File: config.mk
export PLATFORM = sky130hd
export DESIGN_NAME = uart_baud_tick_gen
export DESIGN_NICKNAME = d
export VERILOG_FILES = /design/src/rtl/baud_pkg.sv /design/src/rtl/baud_regs.sv /design/src/rtl/baud_div.sv /design/src/rtl/uart_baud_tick_gen.sv
export SDC_FILE = /design/constraint.sdc
export NUM_CORES = 1
export LEC_CHECK = 0
export BUFFER_PORTS_ARGS = -buffer_cell sky130_fd_sc_hd__buf_4
export CAP_MARGIN = 0
export CORE_ASPECT_RATIO = 2
export CORE_MARGIN = 2
export CORE_UTILIZATION = 58
export DETAILED_ROUTE_END_ITERATION = 16
export PLACE_DENSITY = 0.81
export REMOVE_ABC_BUFFERS = 1
export SYNTH_ARGS = -nofsm -noshare
export SYNTH_HDL_FRONTEND = slang
export SYNTH_SLANG_ARGS = --single-unit
File: constraint.sdc
create_clock -name clk -period 4.34 [get_ports clk]
set_clock_uncertainty 0.1 [all_clocks]
set_input_delay 0.434 -clock clk [delete_from_list [all_inputs] [get_ports clk]]
set_output_delay 0.434 -clock clk [all_outputs]
set_load 0.02 [all_outputs]
File: src/rtl/baud_pkg.sv
package baud_pkg;
  localparam int ADDR_W = 2;
  localparam logic [ADDR_W-1:0] ADR_CTRL  = 2'd0;
  localparam logic [ADDR_W-1:0] ADR_RATE0 = 2'd1;
  localparam int CTRL_EN_BIT  = 0;
  localparam int CTRL_SEL_BIT = 1;

  typedef enum logic [1:0] {
    SRC_NONE  = 2'd0,
    SRC_FIXED = 2'd1,
    SRC_TIMER = 2'd2,
    SRC_GEN   = 2'd3
  } baud_src_e;
endpackage

File: src/rtl/baud_regs.sv
module baud_regs
  import baud_pkg::*;
#(
  parameter int DATA_W = 8,
  parameter int RATE_W = 16
) (
  input  logic              clk,
  input  logic              rst,
  input  logic              wr_en,
  input  logic [ADDR_W-1:0] wr_addr,
  input  logic [DATA_W-1:0] wr_data,
  output logic [RATE_W-1:0] rate_q,
  output logic              gen_en,
  output logic              gen_sel,
  output logic              wr_fault
);
  localparam int NBYTES = RATE_W / DATA_W;

  logic is_rate;

  always_comb begin
    is_rate = (wr_addr >= ADR_RATE0) &&
              (int'(wr_addr) < int'(ADR_RATE0) + NBYTES);
  end

  // control register
  always_ff @(posedge clk) begin
    if (rst) begin
      gen_en  <= 1'b0;
      gen_sel <= 1'b0;
    end else if (wr_en && wr_addr == ADR_CTRL) begin
      gen_en  <= wr_data[CTRL_EN_BIT];
      gen_sel <= wr_data[CTRL_SEL_BIT];
    end
  end

  // rate bytes, writable only while the generator is stopped
  always_ff @(posedge clk) begin
    if (rst) begin
      rate_q <= '0;
    end else if (wr_en && !gen_en) begin
      for (int b = 0; b < NBYTES; b++) begin
        if (wr_addr == ADR_RATE0 + ADDR_W'(b))
          rate_q[b*DATA_W +: DATA_W] <= wr_data;
      end
    end
  end

  always_ff @(posedge clk) begin
    if (rst)
      wr_fault <= 1'b0;
    else if (wr_en && is_rate && gen_en)
      wr_fault <= 1'b1;
  end

  // rate is frozen while the generator runs
  p_rate_locked_r6: assert property (@(posedge clk) disable iff (rst)
    gen_en |=> $stable(rate_q));
  // a locked write raises the flag
  p_fault_set_r7: assert property (@(posedge clk) disable iff (rst)
    (wr_en && is_rate && gen_en) |=> wr_fault);
  // the flag is sticky
  p_fault_hold_r7: assert property (@(posedge clk) disable iff (rst)
    wr_fault |=> wr_fault);
endmodule

File: src/rtl/baud_div.sv
module baud_div #(
  parameter int CNT_W = 6
) (
  input  logic             clk,
  input  logic             rst,
  input  logic             clr,
  input  logic             step,
  input  logic [CNT_W-1:0] period_m1,
  output logic             pulse_q
);
  logic [CNT_W-1:0] cnt_q;

  always_ff @(posedge clk) begin
    if (rst || clr) begin
      cnt_q   <= period_m1;
      pulse_q <= 1'b0;
    end else if (step) begin
      if (cnt_q == '0) begin
        cnt_q   <= period_m1;
        pulse_q <= 1'b1;
      end else begin
        cnt_q   <= cnt_q - 1'b1;
        pulse_q <= 1'b0;
      end
    end else begin
      pulse_q <= 1'b0;
    end
  end

  // a reload never yields back-to-back pulses
  p_pulse_once_r12: assert property (@(posedge clk) disable iff (rst)
    (pulse_q && period_m1 != '0) |=> !pulse_q);
  // a clear silences the divider for the next cycle
  p_clr_quiet_r9: assert property (@(posedge clk) disable iff (rst)
    clr |=> !pulse_q);
endmodule

File: src/rtl/uart_baud_tick_gen.sv
module uart_baud_tick_gen
  import baud_pkg::*;
#(
  parameter int DATA_W   = 8,
  parameter int RATE_W   = 16,
  parameter int RATE_OFS = 16,
  parameter int DIV_FAST = 16,
  parameter int DIV_SLOW = 32
) (
  input  logic              clk,
  input  logic              rst,
  input  logic              wr_en,
  input  logic [1:0]        wr_addr,
  input  logic [DATA_W-1:0] wr_data,
  input  logic [1:0]        uart_mode,
  input  logic              dbl_rate,
  input  logic              t1_ovf,
  output logic              baud_tick,
  output logic              wr_fault
);
  localparam int GEN_W = RATE_W + 1;
  localparam int FIX_W = $clog2(DIV_SLOW + 1);

  logic [RATE_W-1:0] rate_q;
  logic              gen_en, gen_sel;
  logic [1:0]        prev_mode;
  logic              prev_sel;
  logic              restart;
  logic [FIX_W-1:0]  fix_per_m1, tmr_per_m1;
  logic [GEN_W-1:0]  gen_per_m1;
  logic              fix_pulse, tmr_pulse, gen_pulse, sel_pulse;
  baud_src_e         src;

  baud_regs #(.DATA_W(DATA_W), .RATE_W(RATE_W)) u_regs (
    .clk(clk), .rst(rst), .wr_en(wr_en), .wr_addr(wr_addr),
    .wr_data(wr_data), .rate_q(rate_q), .gen_en(gen_en),
    .gen_sel(gen_sel), .wr_fault(wr_fault)
  );

  // change detection on mode and select
  always_ff @(posedge clk) begin
    if (rst) begin
      prev_mode <= 2'b00;
      prev_sel  <= 1'b0;
    end else begin
      prev_mode <= uart_mode;
      prev_sel  <= gen_sel;
    end
  end

  always_comb begin
    restart    = (uart_mode != prev_mode) || (gen_sel != prev_sel);
    fix_per_m1 = (uart_mode == 2'b10 && !dbl_rate) ? FIX_W'(DIV_SLOW - 1)
                                                   : FIX_W'(DIV_FAST - 1);
    tmr_per_m1 = dbl_rate ? FIX_W'(DIV_FAST - 1) : FIX_W'(DIV_SLOW - 1);
    gen_per_m1 = GEN_W'(rate_q) + GEN_W'(RATE_OFS - 1);
  end

  baud_div #(.CNT_W(FIX_W)) u_fix (
    .clk(clk), .rst(rst), .clr(restart), .step(1'b1),
    .period_m1(fix_per_m1), .pulse_q(fix_pulse)
  );

  baud_div #(.CNT_W(FIX_W)) u_tmr (
    .clk(clk), .rst(rst), .clr(restart), .step(t1_ovf),
    .period_m1(tmr_per_m1), .pulse_q(tmr_pulse)
  );

  baud_div #(.CNT_W(GEN_W)) u_gen (
    .clk(clk), .rst(rst), .clr(restart || !gen_en), .step(1'b1),
    .period_m1(gen_per_m1), .pulse_q(gen_pulse)
  );

  always_comb begin
    if (!uart_mode[0])
      src = SRC_FIXED;
    else if (!gen_sel)
      src = SRC_TIMER;
    else if (gen_en)
      src = SRC_GEN;
    else
      src = SRC_NONE;
  end

  always_comb begin
    case (src)
      SRC_FIXED: sel_pulse = fix_pulse;
      SRC_TIMER: sel_pulse = tmr_pulse;
      SRC_GEN:   sel_pulse = gen_pulse;
      default:   sel_pulse = 1'b0;
    endcase
  end

  always_ff @(posedge clk) begin
    if (rst)
      baud_tick <= 1'b0;
    else
      baud_tick <= restart ? 1'b0 : sel_pulse;
  end

  // one-cycle tick
  p_tick_width_r12: assert property (@(posedge clk) disable iff (rst)
    baud_tick |=> !baud_tick);
  // nothing escapes on the cycle after a restart
  p_restart_gap_r9: assert property (@(posedge clk) disable iff (rst)
    restart |=> !baud_tick);
  // stopped generator yields no tick
  p_gen_off_r10: assert property (@(posedge clk) disable iff (rst)
    (uart_mode[0] && gen_sel && !gen_en && !$past(gen_en)) |=> !baud_tick);
endmodule

Word level (Yosys, flattened, before mapping) --
Cells that the tools add are included.
Operators by class: reduce and logical (&&, ||, !) cells 21, add/sub/neg operators 4, multipliers 0, $lt $le $gt $ge 2, mux-type cells 16, eq/ne operators 8, divide/modulo/power cells 0, shift operators 0, bitwise operators 1
Operators by type and width (count):
- 2-to-1 mux 17 bit | 2
- 2-to-1 mux 6 bit | 5
- adder 16 x 4 -> 17 bit, second input constant | 1
- zero test 17 bit | 1
- subtractor 17 x 1 -> 17 bit, second input constant | 1
- zero test 6 bit | 2
- subtractor 6 x 1 -> 6 bit, second input constant | 2
- 2-to-1 mux 5 bit | 2
- equality test 2 bit, second input constant | 4
- logical AND 1 bit | 6
- 2-to-1 mux 2 bit | 3
- equality test 2 x 1 -> 1 bit, second input constant | 2
- logical OR 1 bit | 4
- AND reduction 2 bit | 2
- OR reduction 2 bit | 2
- 2-to-1 mux 1 bit | 3
- case mux 1 bit (3 select lines) | 1
- greater-or-equal comparator 2 x 1 -> 1 bit, second input constant | 1
- zero test 1 bit | 2
- zero test 2 bit | 1
- less-than comparator 2 bit, second input constant | 1
- inequality test 2 bit | 1
- nonzero test 2 bit | 1
- inequality test 1 bit | 1
- NOT 1 bit | 1
Word-level totals: bits of input ports 17, output and inout port bits 2, ROM bits 0, latch bits 0, bits in registers 55, memory bits (writable) 0, memories 0

Depth between registers and ports, before layout --
Gate-level depths: netlist (run 1).
word-level depth 5, gate-level depth with buffers 6, mapped depth without buffers 6

Cells and area by module --
From an unflattened synthesis (run 1), not the netlist that was laid out.
Unflattened totals: cells, all modules 303, area total of the unflattened synthesis 3388.2 µm²
By module, submodules not included:
- baud_div at u_gen | cells each 87, instances 1, area an instance 1151.1 µm², seq. area each 530.5 µm²
- baud_div at u_fix ... | cells each 35, instances 2, area an instance 431.7 µm², seq. area each 200.2 µm²
- baud_regs | cells each 81, instances 1, area an instance 863.3 µm², seq. area each 380.4 µm²
- uart_baud_tick_gen | cells each 65, instances 1, area an instance 510.5 µm², seq. area each 80.1 µm²

Worst setup path before layout (run 1) --
Ideal clock, no wire load.
kind register -> register, from register u_gen.cnt_q[4], to register u_gen.cnt_q[10], stages on the path, launching flop included 6, required time 4.168 ns, data arrival time 1.825 ns, period minus slack after synthesis 1.996 ns, setup time 0.072 ns, slack 2.344 ns, cell sequence dfxtp_1 > nor4_4 > nand2_4 > o311ai_4 > buf_8 > mux2i_1
Between the ends: word-level cells in the longest chain between the ends 3, elaborated cells on any way between the ends 4, classes of those cells add/sub (1); mux (2); reduce/logical (1)
Ends and longest elaborated chain:
- start, declared | RTL line baud_div.sv:11 | logic [CNT_W-1:0] cnt_q;
- start signal, assigned | RTL line baud_div.sv:15 | cnt_q <= period_m1;
- start signal, assigned | RTL line baud_div.sv:19 | cnt_q <= period_m1;
- start signal, assigned | RTL line baud_div.sv:22 | cnt_q <= cnt_q - 1'b1;
- subtractor 17 x 1 -> 17 bit / zero test 17 bit (equally long branches) | RTL line baud_div.sv:22, baud_div.sv:18
- 2-to-1 mux 17 bit * | RTL line baud_div.sv:18 | if (cnt_q == '0) begin
- 2-to-1 mux 17 bit * | RTL line baud_div.sv:14 | if (rst || clr) begin
Mark *: on every way between the ends. The rest lies on a longest branch, timed or not. A chain may end at the register's enable or synchronous reset.

Final worst setup path (run 1) --
Ends and elaborated chain as after synthesis.

==> results of run 1 <==
-- cells in the mapped netlist, drive strengths merged --
cell | count | area (sq um)
nand4 | 5 | 31.3
mux2i | 18 | 180
a31oi | 1 | 6.26
nor4bb | 1 | 10.0
xnor2 | 19 | 166
or3b | 2 | 17.5
o32ai | 1 | 8.76
xor2 | 18 | 158
edfxtp | 6 | 180
nor4 | 12 | 120
and2 | 2 | 12.5
dfxtp | 49 | 981
inv | 13 | 48.8
or4 | 1 | 7.51
nand4b | 2 | 17.5
nand3b | 1 | 7.51
o31a | 2 | 17.5
clkbuf | 10 | 37.5
nor4b | 1 | 8.76
a2bb2oi | 1 | 8.76
o21ai | 1 | 5.00
o41ai | 1 | 8.76
nor3b | 2 | 15.0
nor3 | 6 | 30.0
nor2b | 5 | 31.3
o311ai | 1 | 26.3
nand2b | 2 | 12.5
a21oi | 18 | 90.1
a311oi | 1 | 8.76
buf | 1 | 15.0
and3 | 3 | 18.8
nand2 | 42 | 165
nand3 | 28 | 140
ha | 10 | 125
and4 | 1 | 8.76
nor2 | 17 | 63.8
-- area by class of cell --
cell class	count	area [sq um]
Clock buffer	6	82.6
Clock inverter	1	5.00
Fill cell	423	1560
Inverter	13	48.8
Multi-Input combinational cell	225	1530
Sequential cell	55	1160
Tap cell	55	68.8
Timing Repair Buffer	19	143
-- layer usage --
metal / track usage, % / vias up / wire (um)
met5: 0 / - / 0
met2: 48.8 / 38 / 3350
met1: 18.3 / 1003 / 1780
li1: - / 1077 / -
met3: 2.63 / 18 / 122
met4: 14.4 / 0 / 277
-- power breakdown --
part | total [mW] | switching, mW | leakage (nW) | internal, mW
sequential | 0.555 | 0.0229 | 0.453 | 0.532
combinational | 0.100 | 0.0550 | 0.701 | 0.0451
clock | 0.283 | 0.158 | 0.0470 | 0.126
total | 0.938 | 0.235 | 1.20 | 0.703
-- worst max-delay path, cell delays in order, from the launching register on --
cell	delay, ns
dfxtp_1	0.38
nor4_4	0.59
nand2_4	0.11
o311ai_4	0.92
mux2i_1	0.27
-- flip-flops by register name, indices dropped and copies added, names as in the netlist --
signal	count
baud_tick	1
u_gen.cnt_q	17
u_fix.pulse_q	1
prev_mode	2
u_regs.gen_sel	1
u_tmr.pulse_q	1
u_gen.pulse_q	1
u_fix.cnt_q	6
u_regs.gen_en	1
u_tmr.cnt_q	6
u_regs.rate_q	16
prev_sel	1
u_regs.wr_fault	1
-- cells by family after synthesis --
family | share of synthesized area (%)
buffers and inverters | 3.63
AND/OR/NAND/NOR | 25.7
multiplexers | 6.46
flip-flops | 41.6
adder cells (fa/ha/maj) | 4.48
AO/OA/AOI/OAI | 6.46
XOR/XNOR | 11.6
-- worst min-delay path by stage --
stage	startpoint	endpoint	slack, ns
detailed placement	u_fix.cnt_q[0]	u_fix.cnt_q[0]	0.29
global placement	u_fix.cnt_q[0]	u_fix.cnt_q[0]	0.29
floorplan	u_fix.cnt_q[0]	u_fix.cnt_q[0]	0.27
finish	uart_mode[1]	prev_mode[1]	0.27
CTS	uart_mode[1]	prev_mode[1]	0.27
global route	t1_ovf	u_tmr.pulse_q	0.27
-- metrics by stage --
| stage | hold slack (ns) | worst slack, ns | std cells |
|---|---|---|---|
| CTS | 0.268 | 1.86 | 374 |
| finish | 0.266 | 1.89 | 374 |
| floorplan | 0.271 | 2.20 | 293 |
| global route | 0.273 | 1.70 | 374 |
| detailed placement | 0.290 | 1.89 | 367 |
| global placement | 0.287 | 1.94 | 367 |
==> flow_summary.ini, run 1 <==
[run_status]
status = finished clean

[worst_setup_path]
regToRegSetupSlack_ns = 1.89
r2r_start = u_gen.cnt_q[4]
r2r_cells = 4
critical_path_required_ns = 4.47
worstPathArrival_ns = 2.58
start_kind = flop
crit_type = reg -> reg
end_kind = flop
crit_end = u_gen.cnt_q[10]
crit_start = u_gen.cnt_q[4]
cp_max_fo = 16
timing.rr.end = u_gen.cnt_q[10]

[layout]
diodes = 0
drive_gt1_share_pct = 10.3
final_common_cell = dfxtp_1
utilization_pct = 66.0
nNetsFinal = 346
areaGrowthSynthToFinish_pct = 8.83
final_area_sq_um = 3040
layout_common_cells = 49 x dfxtp_1, 41 x nand2_1, 28 x nand3_1

[yosys]
synth.distinct_cells = 39
syn_inst = 304
seq_area_frac_synth_pct = 41.6
ys_seq_elements = 55
syn_area_sq_um = 2790
avgSynthCellArea_sq_um = 9.18
yosysWarningCount = 0

[job]
cap_violations = 0

[sta]
fmax_mhz = 409
fin_crit_sh_pct = 56.4
setup_viol = 0
hold_violations = 0
setup_tns_ns = 0
maxSlewViolCount = 0
worstMarginPinSlew_ns = 1.10
max_slew_margin_pct = 25.7
post-route-min-period_ns = 2.45
rsz0062_at_grt = false

[global_route]
grt_pass1_wl_mm = 9.32
antenna_found_initial = 0
grt_pass1_vias = 2291
grt_max_degree = 24
grt_overflow = 0
grt_usage_pct = 23.4

[placed_design]
dp_hpwl_mm = 4.45
dpl_cell_area_sq_um = 2950
gp_congestion = 0.951
portBuffers = 18

[clocking]
htreeDepth = 2
cts_tree = done
clockBufferDepth = 2
clkLatencyLatePin_ns = 0.30
clock-sinks = 55
clk_transition_reported_paths_ns = 0.09
post-cts-setup-buffer-count = 0
hold_buffers = 0
numCtsBuffers = 5
root_buffer = clkbuf_8
post_cts_resized = 0

[min_path]
min_delay_path_depth = 2
holdCritPathClass = in -> reg

[floorplan]
die_h_um = 102
die-area_sq_um = 5420
start_util_pct = 60.7
core.rowCount = 35
die_x_um = 53.0
io_pins = 19
core_sq_um = 4600

[route]
drc = 0
dr.pass1.iters = 4
drt.antenna.violating_nets = 0
viasPerCell = 5.71
wl_per_cell_um = 14.8
drt-total-wl_mm = 5.54
drtIter0Drc = 30
vias = 2136

[power_and_ir_drop]
peakVddDrop_mv = 0.272
cellPowerDensity_nw_per_um2 = 309
p_leak_nw = 1.20
finalPower_mw = 0.938
(Power assumes the default switching activity.)
==> run 2: changes to the inputs <==
Clock period 4.34 ns to 2.4 ns, I/O delays scaled along.
==> flow_summary.ini, run 2 (synthesis gave the netlist of run 1 again) <==
[route]
drt-total-wl_mm = 5.61
dr.pass1.iters = 4
vias = 2211
viasPerCell = 5.80
drt.antenna.violating_nets = 0
wl_per_cell_um = 14.7
drtIter0Drc = 57
drc = 0

[layout]
layout_common_cells = 49 x dfxtp_1, 41 x nand2_1, 28 x nand3_1
top_register = u_gen.cnt_q
reg.largest.list = u_gen.cnt_q x17, u_regs.rate_q x16
drive_gt1_share_pct = 11.7
diodes = 0
areaGrowthSynthToFinish_pct = 11.1
final_area_sq_um = 3100
final_common_cell = dfxtp_1
largest_reg_flops = 17
nNetsFinal = 352
utilization_pct = 67.4

[floorplan]
die-area_sq_um = 5420
core.rowCount = 35
start_util_pct = 60.7
core_sq_um = 4600
die_x_um = 53.0
io_pins = 19
die_h_um = 102

[job]
cap_violations = 0

[placed_design]
dpl_cell_area_sq_um = 2990
portBuffers = 18
gp_congestion = 0.908
dp_hpwl_mm = 4.40

[worst_setup_path]
cp_max_fo = 16
start_kind = flop
worstPathArrival_ns = 2.07
end_kind = flop
r2r_cells = 5
critical_path_required_ns = 2.53
crit_type = reg -> reg
r2r_start = u_gen.cnt_q[8]
crit_start = u_gen.cnt_q[8]
regToRegSetupSlack_ns = 0.47

[clocking]
htreeDepth = 2
numCtsBuffers = 5
clk_transition_reported_paths_ns = 0.09
clock-sinks = 55
post-cts-setup-buffer-count = 0
clockBufferDepth = 2
hold_buffers = 0
clkLatencyLatePin_ns = 0.31
root_buffer = clkbuf_8
post_cts_resized = 0
cts_tree = done

[power_and_ir_drop]
p_leak_nw = 1.24
finalPower_mw = 1.79
cellPowerDensity_nw_per_um2 = 577
peakVddDrop_mv = 0.611

[global_route]
antenna_found_initial = 0
grt_max_degree = 24
grt_usage_pct = 24.2
grt_pass1_vias = 2205
grt_overflow = 0
grt_pass1_wl_mm = 9.53

[sta]
rsz0062_at_grt = false
setup_viol = 0
post-route-min-period_ns = 1.93
setup_tns_ns = 0
fin_crit_sh_pct = 80.5
max_slew_margin_pct = 60.0
hold_violations = 0
fmax_mhz = 518
maxSlewViolCount = 0
worstMarginPinSlew_ns = 0.594

[min_path]
hp-start = uart_mode[0]
min_delay_path_depth = 2
holdCritPathClass = in -> reg

[run_status]
status = finished clean
run 2: cell count changes in the layout (fill, tap and decap cells not counted):
cell,before,now
buf_4,19,25
bufinv_16,0,1
clkbuf_1,0,2
clkbuf_8,6,5
clkinv_2,1,0
run 2: final cells by class:
class,count,area [sq um]
repair buffers,25,188
clock inverters,1,30.0
multi-input cells,225,1530
fillers,392,1500
well taps,55,68.8
inverters,13,48.8
flip-flops and latches,55,1160
clock buffers,7,76.3
run 2: path summary, 6_finish.rpt:
kind | to
min reg2reg | u_fix.cnt_q[0]
min | baud_tick
max reg2reg | u_gen.cnt_q[6]
max | u_gen.cnt_q[6]
run 2: per-stage QoR:
stage,worst slack [ns],hold WS [ns],instances
finish,0.468,0.0592,381
CTS,0.460,0.0595,381
global route,0.318,0.0643,381
global placement,0.530,0.285,373
detailed placement,0.477,0.293,373
floorplan,0.258,0.209,293
run 2: power breakdown:
part           internal (mW)  leakage, nW  total, mW  switching [mW]
sequential             0.962        0.453       1.00          0.0418
clock                  0.312       0.0524      0.597           0.284
combinational         0.0860        0.730      0.188           0.103
total                   1.36         1.24       1.79           0.429
run 2: worst max-delay path: stages, from the launching register on:
cell and delay [ns]:
dfxtp_1 0.37, nor4_4 0.46, nand2_4 0.11, o311ai_4 0.28, buf_4 0.32, mux2i_1 0.22
run 2: layer usage:
layer  wire length, um  vias up  part of all wire (%)  track usage (%)
met5                 0        -                     0                0
met4               208        0                   3.7             12.2
met2              3380       51                    60             49.2
met1              1870     1057                    33             20.4
li1                  -     1090                     -                -
met3               149       13                   2.7             4.24
